[src/rtl/cmi_pkg.sv]
package cmi_pkg;
    localparam int NCORE  = 4;
    localparam int NBOX   = 4;
    localparam int NTSRC  = 4;
    localparam int DW     = 32;
    localparam int AW     = 8;
    localparam int CW     = $clog2(NCORE);
    localparam int BW     = $clog2(NBOX);
    localparam int PEND_W = NTSRC + NBOX;

    typedef enum logic [2:0] {
        RG_NONE, RG_CTRL, RG_PRESC, RG_TCTL, RG_MCTL, RG_PEND, RG_MSET, RG_MCLR
    } rg_kind_e;

    typedef struct packed {
        rg_kind_e        kind;
        logic [CW-1:0]   core;
        logic [BW-1:0]   box;
    } rg_sel_t;

    typedef struct packed {
        logic [NTSRC-1:0] tmr_en;
        logic [NBOX-1:0]  mb_en;
    } core_cfg_t;

    // Offset map: 0x00 ctrl, 0x08 prescaler, 0x40/0x50/0x60 + 4n per-core
    // windows, 0x80 + 16n + 4m post, 0xC0 + 16n + 4m read/clear.
    function automatic rg_sel_t decode(input logic [AW-1:0] a);
        rg_sel_t s;
        s.kind = RG_NONE;
        s.core = a[3:2];
        s.box  = a[3:2];
        if (a[1:0] == 2'b00) begin
            if (a[7]) begin
                s.kind = a[6] ? RG_MCLR : RG_MSET;
                s.core = a[5:4];
            end else begin
                case (a[6:4])
                    3'd0: begin
                        if (a[3:2] == 2'd0) s.kind = RG_CTRL;
                        else if (a[3:2] == 2'd2) s.kind = RG_PRESC;
                    end
                    3'd4: s.kind = RG_TCTL;
                    3'd5: s.kind = RG_MCTL;
                    3'd6: s.kind = RG_PEND;
                    default: s.kind = RG_NONE;
                endcase
            end
        end
        return s;
    endfunction
endpackage

[src/rtl/cmi_mbox_word.sv]
module cmi_mbox_word #(
    parameter int DW = 32
) (
    input  logic          clk,
    input  logic          rst,
    input  logic          set_we,
    input  logic [DW-1:0] set_data,
    input  logic          clr_we,
    input  logic [DW-1:0] clr_data,
    output logic [DW-1:0] word_q
);
    logic [DW-1:0] set_mask, clr_mask;

    assign set_mask = set_we ? set_data : '0;
    assign clr_mask = clr_we ? clr_data : '0;

    // Clear applies first, then set, so a set on the same bit survives.
    always_ff @(posedge clk) begin
        if (rst) word_q <= '0;
        else     word_q <= (word_q & ~clr_mask) | set_mask;
    end

    assert_post_sets_R5: assert property (@(posedge clk) disable iff (rst)
        set_we |=> ((word_q & $past(set_data)) == $past(set_data)));

    assert_clear_drops_R6: assert property (@(posedge clk) disable iff (rst)
        (clr_we && !set_we) |=> ((word_q & $past(clr_data)) == '0));

    assert_untouched_R10: assert property (@(posedge clk) disable iff (rst)
        (!set_we && !clr_we) |=> $stable(word_q));
endmodule

[src/rtl/cmi_core_pend.sv]
module cmi_core_pend
    import cmi_pkg::*;
(
    input  logic [NTSRC-1:0]  tsrc,
    input  core_cfg_t         cfg,
    input  logic [NBOX-1:0]   mb_nz,
    output logic [PEND_W-1:0] pend,
    output logic              irq
);
    assign pend = {mb_nz & cfg.mb_en, tsrc & cfg.tmr_en};
    assign irq  = |pend;
endmodule

[src/rtl/core_mailbox_intc.sv]
module core_mailbox_intc
    import cmi_pkg::*;
(
    input  logic                   clk,
    input  logic                   rst,
    input  logic [AW-1:0]          bus_addr,
    input  logic                   bus_wr,
    input  logic [DW-1:0]          bus_wdata,
    input  logic                   bus_rd,
    output logic [DW-1:0]          bus_rdata,
    output logic                   bus_rvalid,
    input  logic [NCORE*NTSRC-1:0] tmr_src,
    output logic [NCORE-1:0]       irq
);
    rg_sel_t sel;
    assign sel = decode(bus_addr);

    logic [DW-1:0] ctrl_q, presc_q;
    core_cfg_t     cfg_q [NCORE];

    always_ff @(posedge clk) begin
        if (rst) begin
            ctrl_q  <= '0;
            presc_q <= '0;
            for (int c = 0; c < NCORE; c++) cfg_q[c] <= '0;
        end else if (bus_wr) begin
            case (sel.kind)
                RG_CTRL:  ctrl_q  <= bus_wdata;
                RG_PRESC: presc_q <= bus_wdata;
                RG_TCTL:  cfg_q[sel.core].tmr_en <= bus_wdata[NTSRC-1:0];
                RG_MCTL:  cfg_q[sel.core].mb_en  <= bus_wdata[NBOX-1:0];
                default: ;
            endcase
        end
    end

    logic [NCORE-1:0][NBOX-1:0][DW-1:0] mbox_q;
    logic [NCORE-1:0][PEND_W-1:0]       pend;

    for (genvar c = 0; c < NCORE; c++) begin : g_core
        logic [NBOX-1:0] nz;
        for (genvar m = 0; m < NBOX; m++) begin : g_box
            logic hit;
            assign hit = bus_wr && (sel.core == CW'(c)) && (sel.box == BW'(m));
            cmi_mbox_word #(.DW(DW)) u_word (
                .clk      (clk),
                .rst      (rst),
                .set_we   (hit && sel.kind == RG_MSET),
                .set_data (bus_wdata),
                .clr_we   (hit && sel.kind == RG_MCLR),
                .clr_data (bus_wdata),
                .word_q   (mbox_q[c][m])
            );
            assign nz[m] = |mbox_q[c][m];
        end

        cmi_core_pend u_pend (
            .tsrc  (tmr_src[c*NTSRC +: NTSRC]),
            .cfg   (cfg_q[c]),
            .mb_nz (nz),
            .pend  (pend[c]),
            .irq   (irq[c])
        );

        assert_quiet_core_R9: assert property (@(posedge clk) disable iff (rst)
            (cfg_q[c].tmr_en == '0 && cfg_q[c].mb_en == '0) |-> !irq[c]);
    end

    logic [DW-1:0] rd_mux;
    always_comb begin
        case (sel.kind)
            RG_CTRL:  rd_mux = ctrl_q;
            RG_PRESC: rd_mux = presc_q;
            RG_TCTL:  rd_mux = DW'(cfg_q[sel.core].tmr_en);
            RG_MCTL:  rd_mux = DW'(cfg_q[sel.core].mb_en);
            RG_PEND:  rd_mux = DW'(pend[sel.core]);
            RG_MCLR:  rd_mux = mbox_q[sel.core][sel.box];
            default:  rd_mux = '0;
        endcase
    end

    always_ff @(posedge clk) begin
        if (rst) begin
            bus_rdata  <= '0;
            bus_rvalid <= 1'b0;
        end else begin
            bus_rvalid <= bus_rd;
            bus_rdata  <= bus_rd ? rd_mux : '0;
        end
    end

    assert_read_answered_R11: assert property (@(posedge clk) disable iff (rst)
        bus_rd |=> bus_rvalid);

    assert_no_spurious_valid_R11: assert property (@(posedge clk) disable iff (rst)
        !bus_rd |=> !bus_rvalid);

    assert_pend_upper_zero_R7: assert property (@(posedge clk) disable iff (rst)
        (bus_rd && sel.kind == RG_PEND) |=> (bus_rdata[DW-1:PEND_W] == '0));
endmodule

[config.mk]
export PLATFORM = sky130hd
export DESIGN_NAME = core_mailbox_intc
export DESIGN_NICKNAME = d
export VERILOG_FILES = /design/src/rtl/cmi_pkg.sv /design/src/rtl/cmi_mbox_word.sv /design/src/rtl/cmi_core_pend.sv /design/src/rtl/core_mailbox_intc.sv
export SDC_FILE = /design/constraint.sdc
export NUM_CORES = 2
export LEC_CHECK = 0
export ABC_AREA = 1
export BUFFER_PORTS_ARGS = -buffer_cell sky130_fd_sc_hd__buf_2
export CORE_MARGIN = 4
export CORE_UTILIZATION = 40
export CTS_CLUSTER_DIAMETER = 50
export DETAILED_ROUTE_END_ITERATION = 10
export PLACE_DENSITY = 0.55
export SETUP_SLACK_MARGIN = 0.05
export SLEW_MARGIN = 20
export SYNTH_ARGS = -nofsm -noshare
export SYNTH_HDL_FRONTEND = slang
export SYNTH_SLANG_ARGS = --single-unit
[constraint.sdc]
create_clock -name clk -period 1.98 [get_ports clk]
set_clock_uncertainty 0.05 [all_clocks]
set_input_delay 0.297 -clock clk [delete_from_list [all_inputs] [get_ports clk]]
set_output_delay 0.297 -clock clk [all_outputs]
set_load 0.05 [all_outputs]
==> flow_summary.yaml <==
clock_tree:
  clock_latency_ns: 0.64
  cts_tree: "done"
  clock_path_buffers: 3
  cts_made_buffers: 88
  clock_sinks: 641
  cts-htree-levels: 3
  root_buffer: "clkbuf_16"
  clk_pin_slew_worst_paths_ns: 0.06
synthesis:
  syn_area_mm2: 0.0322
  syn_nets: 5132
  yosys-top-cells-area: "dfxtp_1 38%, nand2_1 18%, a21oi_1 9.3%, o21ai_0 8.9%, nor2_1 6.7%"
  synth_edf_count: 32
  synth-seq-cells: 641
  async_flop_share_pct: 0
  netlist.area_leader.share_pct: 37.8
  synthTopCellsByCount: "1,571 x nand2_1, 609 x dfxtp_1, 602 x a21oi_1, 575 x o21ai_0, 572 x nor2_1"
  synth_cell_types: 36
  yosysMostFrequentCell: "nand2_1"
  yosysSeqAreaShare_pct: 40.8
  ys.flop_type: "dfxtp_1"
  yosys_warnings: 0
  syn_area_per_cell_um2: 6.35
  synthCells: 5072
  yosysTopAreaCell: "dfxtp_1"
timing:
  finalSetupViolations: 4
  finalCritPeriodShare_pct: 139
  fmax_ghz: 0.364
  whs_ns: 0.0184
  rsz0062_at_grt: "true"
  timing.final.ws_setup_ns: -0.770
  tightest_slew_ns: 0.789
  period_minus_slack_ns: 2.75
  drv_slew: 0
  hold_viol: 0
  setup_tns_ns: -2.73
  slew_headroom_pct: 47.4
die:
  dieArea_mm2: 0.0852
  core_mm2: 0.0794
  num_rows: 103
  initial_core_util_pct: 40.6
  pin_count: 97
  die_w_um: 292
  fp.dieH_um: 292
placed_design:
  place_congestion: 0.960
  dpl.hpwl_mm: 99.3
  port-buffer-count: 96
finish:
  layout-drive-gt1-share_pct: 18.6
  nFillCells: 8122
  nNetsFinal: 5507
  area_growth_pct: 28.6
global_route:
  grt_max_degree: 153
  grt_pass1_wl_mm: 211
  grt-ovfl-total: 0
  antenna_found_initial: 3
  track_usage_pct: 32.4
  grt_pass1_vias: 33226
power_and_ir_drop:
  peakVddDrop_uv: 669
  power.share.clock_pct: 49.4
  pwr-share-comb_pct: 10.7
  p_sw_share_pct: 27.3
  p_per_area_mw_per_mm2: 798
  switchingPower_mw: 9.02
  seqPwrFrac_pct: 39.8
  power.internal_mw: 24.0
  leakagePower_nw: 17.6
worst_setup_path:
  crit_fanout: 2
  path_class: "flip-flop to primary output"
  r2r_slack_ns: 0.06
  crit_path_end_kind: "primary output"
  crit_chain: "nor2_1, nand2_1, nor2_4, nand2_8, nor2_4, buf_6, nor2_4, nor4_4, buf_4, nand4_1, buf_6"
  worstPathArrival_ns: 2.40
  r2r_cells: 15
  crit_cells: 11
  path_buf_inv: 3
  required_ns: 1.63
  crit_path_frequent_cell: "nor2_4"
  critPathSlowestCell: "dfxtp_1"
  max_stage_delay_ns: 0.31
  cpLargestDelayFamily: "simple AND/OR/NAND/NOR gates"
  startpoint_type: "flip-flop"
routing:
  drt-pass1-iter-count: 6
  routed_wl_mm: 144
  antenna_left: 0
  vias: 35566
  route.detailed.drc: 0
  wl_per_cell_um: 21.9
  vias_per_cell: 5.41
  drt-initial-drc-count: 3746
min_path:
  hold_depth: 3
  min_path_type: "input pin to flip-flop"
outcome:
  violations: "negative setup slack"
  run_status: "finished, violations left"
job:
  drv_cap: 0
-- layout make-up --
class | count | area (µm²) | share of cell area [%]
Clock inverter | 48 | 536 | 1.29
Antenna cell | 1 | 2.50 | 0.00604
Tap cell | 1050 | 1310 | 3.17
Sequential cell | 641 | 13200 | 31.8
Timing Repair Buffer | 673 | 5800 | 14.0
Inverter | 356 | 1350 | 3.25
Clock buffer | 114 | 2450 | 5.92
Multi-Input combinational cell | 3687 | 16800 | 40.6
-- power groups by stage --
| stage | sequential [mW] | combinational [mW] | clock (mW) |
|---|---|---|---|
| finish | 13.2 | 3.55 | 16.3 |
| global route | 13.2 | 3.80 | 17.0 |
| CTS | 13.2 | 3.47 | 16.5 |
| detailed placement | 13.4 | 3.44 | 0 |
| global placement | 13.4 | 3.45 | 0 |
| floorplan | 13.4 | 1.87 | 0 |
-- tightest hold or removal path: cells and delay by family --
kind | cells | cell delay [ns]
AO/OA/AOI/OAI | 1 | 0.06
buffers and inverters | 2 | 0.29
-- placed cells by master (no fill, tap or decap), types with 132 or more instances in the layout --
master   netlist  routed
a21oi_1      602     601
o21ai_0      575     568
nand2_1     1571    1536
buf_4          5     490
inv_1        344     336
o21ai_1      129     132
dfxtp_1      609     590
nor2_1       572     512
-- per-stage QoR --
| stage | utilization, % | setup slack (ns) | instance area, µm² | total power [mW] | instances |
|---|---|---|---|---|---|
| CTS | 51.7 | -0.878 | 41100 | 33.1 | 6567 |
| detailed placement | 47.7 | -0.610 | 37900 | 16.9 | 6403 |
| global placement | 47.7 | -0.614 | 37900 | 16.9 | 6403 |
| finish | 52.2 | -0.770 | 41400 | 33.1 | 6570 |
| floorplan | - | -0.0328 | 32400 | 15.3 | 5072 |
| global route | 52.2 | -0.827 | 41400 | 33.9 | 6569 |
-- routing by layer --
| layer | wire length (µm) | GRT usage, % | share of wire (%) | up-vias |
|---|---|---|---|---|
| li1 | - | - | - | 17026 |
| met1 | 59500 | 43.3 | 41 | 16623 |
| met2 | 63900 | 51.4 | 44 | 1596 |
| met3 | 11500 | 4.05 | 8.0 | 319 |
| met4 | 8690 | 17.1 | 6.0 | 2 |
| met5 | 13 | 0 | 0.0091 | - |
-- final timing paths --
kind / start / end
worst min-delay path: rst / g_core[0].g_box[2].u_word.word_q[30]$_SDFF_PP0_
worst max register to register: g_core[2].g_box[1].u_word.word_q[9]$_SDFF_PP0_ / bus_rdata[5]$_SDFF_PP0_
worst min register to register: g_core[2].g_box[1].u_word.word_q[26]$_SDFF_PP0_ / g_core[2].g_box[1].u_word.word_q[26]$_SDFF_PP0_
worst max-delay path: g_core[0].g_box[3].u_word.word_q[28]$_SDFF_PP0_ / irq[0]
-- registers in the layout (all words and copies together) (netlist names) --
name                        cells
g_core.g_box.u_word.word_q    512
presc_q                        32
cfg_q                          32
bus_rvalid                      1
bus_rdata                      32
ctrl_q                         32
-- timing repair --
action | in CTS | in global routing
setup endpoints to repair | 7 | 27
gates resized for setup | 66 | 119
cloned | 0 | 0
buffers inserted | 1 | 6
endpoints found under the hold margin | 1 | 0
pin swaps | 25 | 55
hold buffers | 1 | 0
-- cell families (layout without fill, tap and decap cells) --
logic type      count (synthesis)  count (layout)  share of synthesized area [%]
simple gates                 2352            2352                           29.1
compound gates               1335            1335                           21.0
buf+inv                       744            1191                           9.06
flops                         641             641                           40.8
other cells                     0               1                              0
Note: power is estimated with default switching activity, not from simulation.
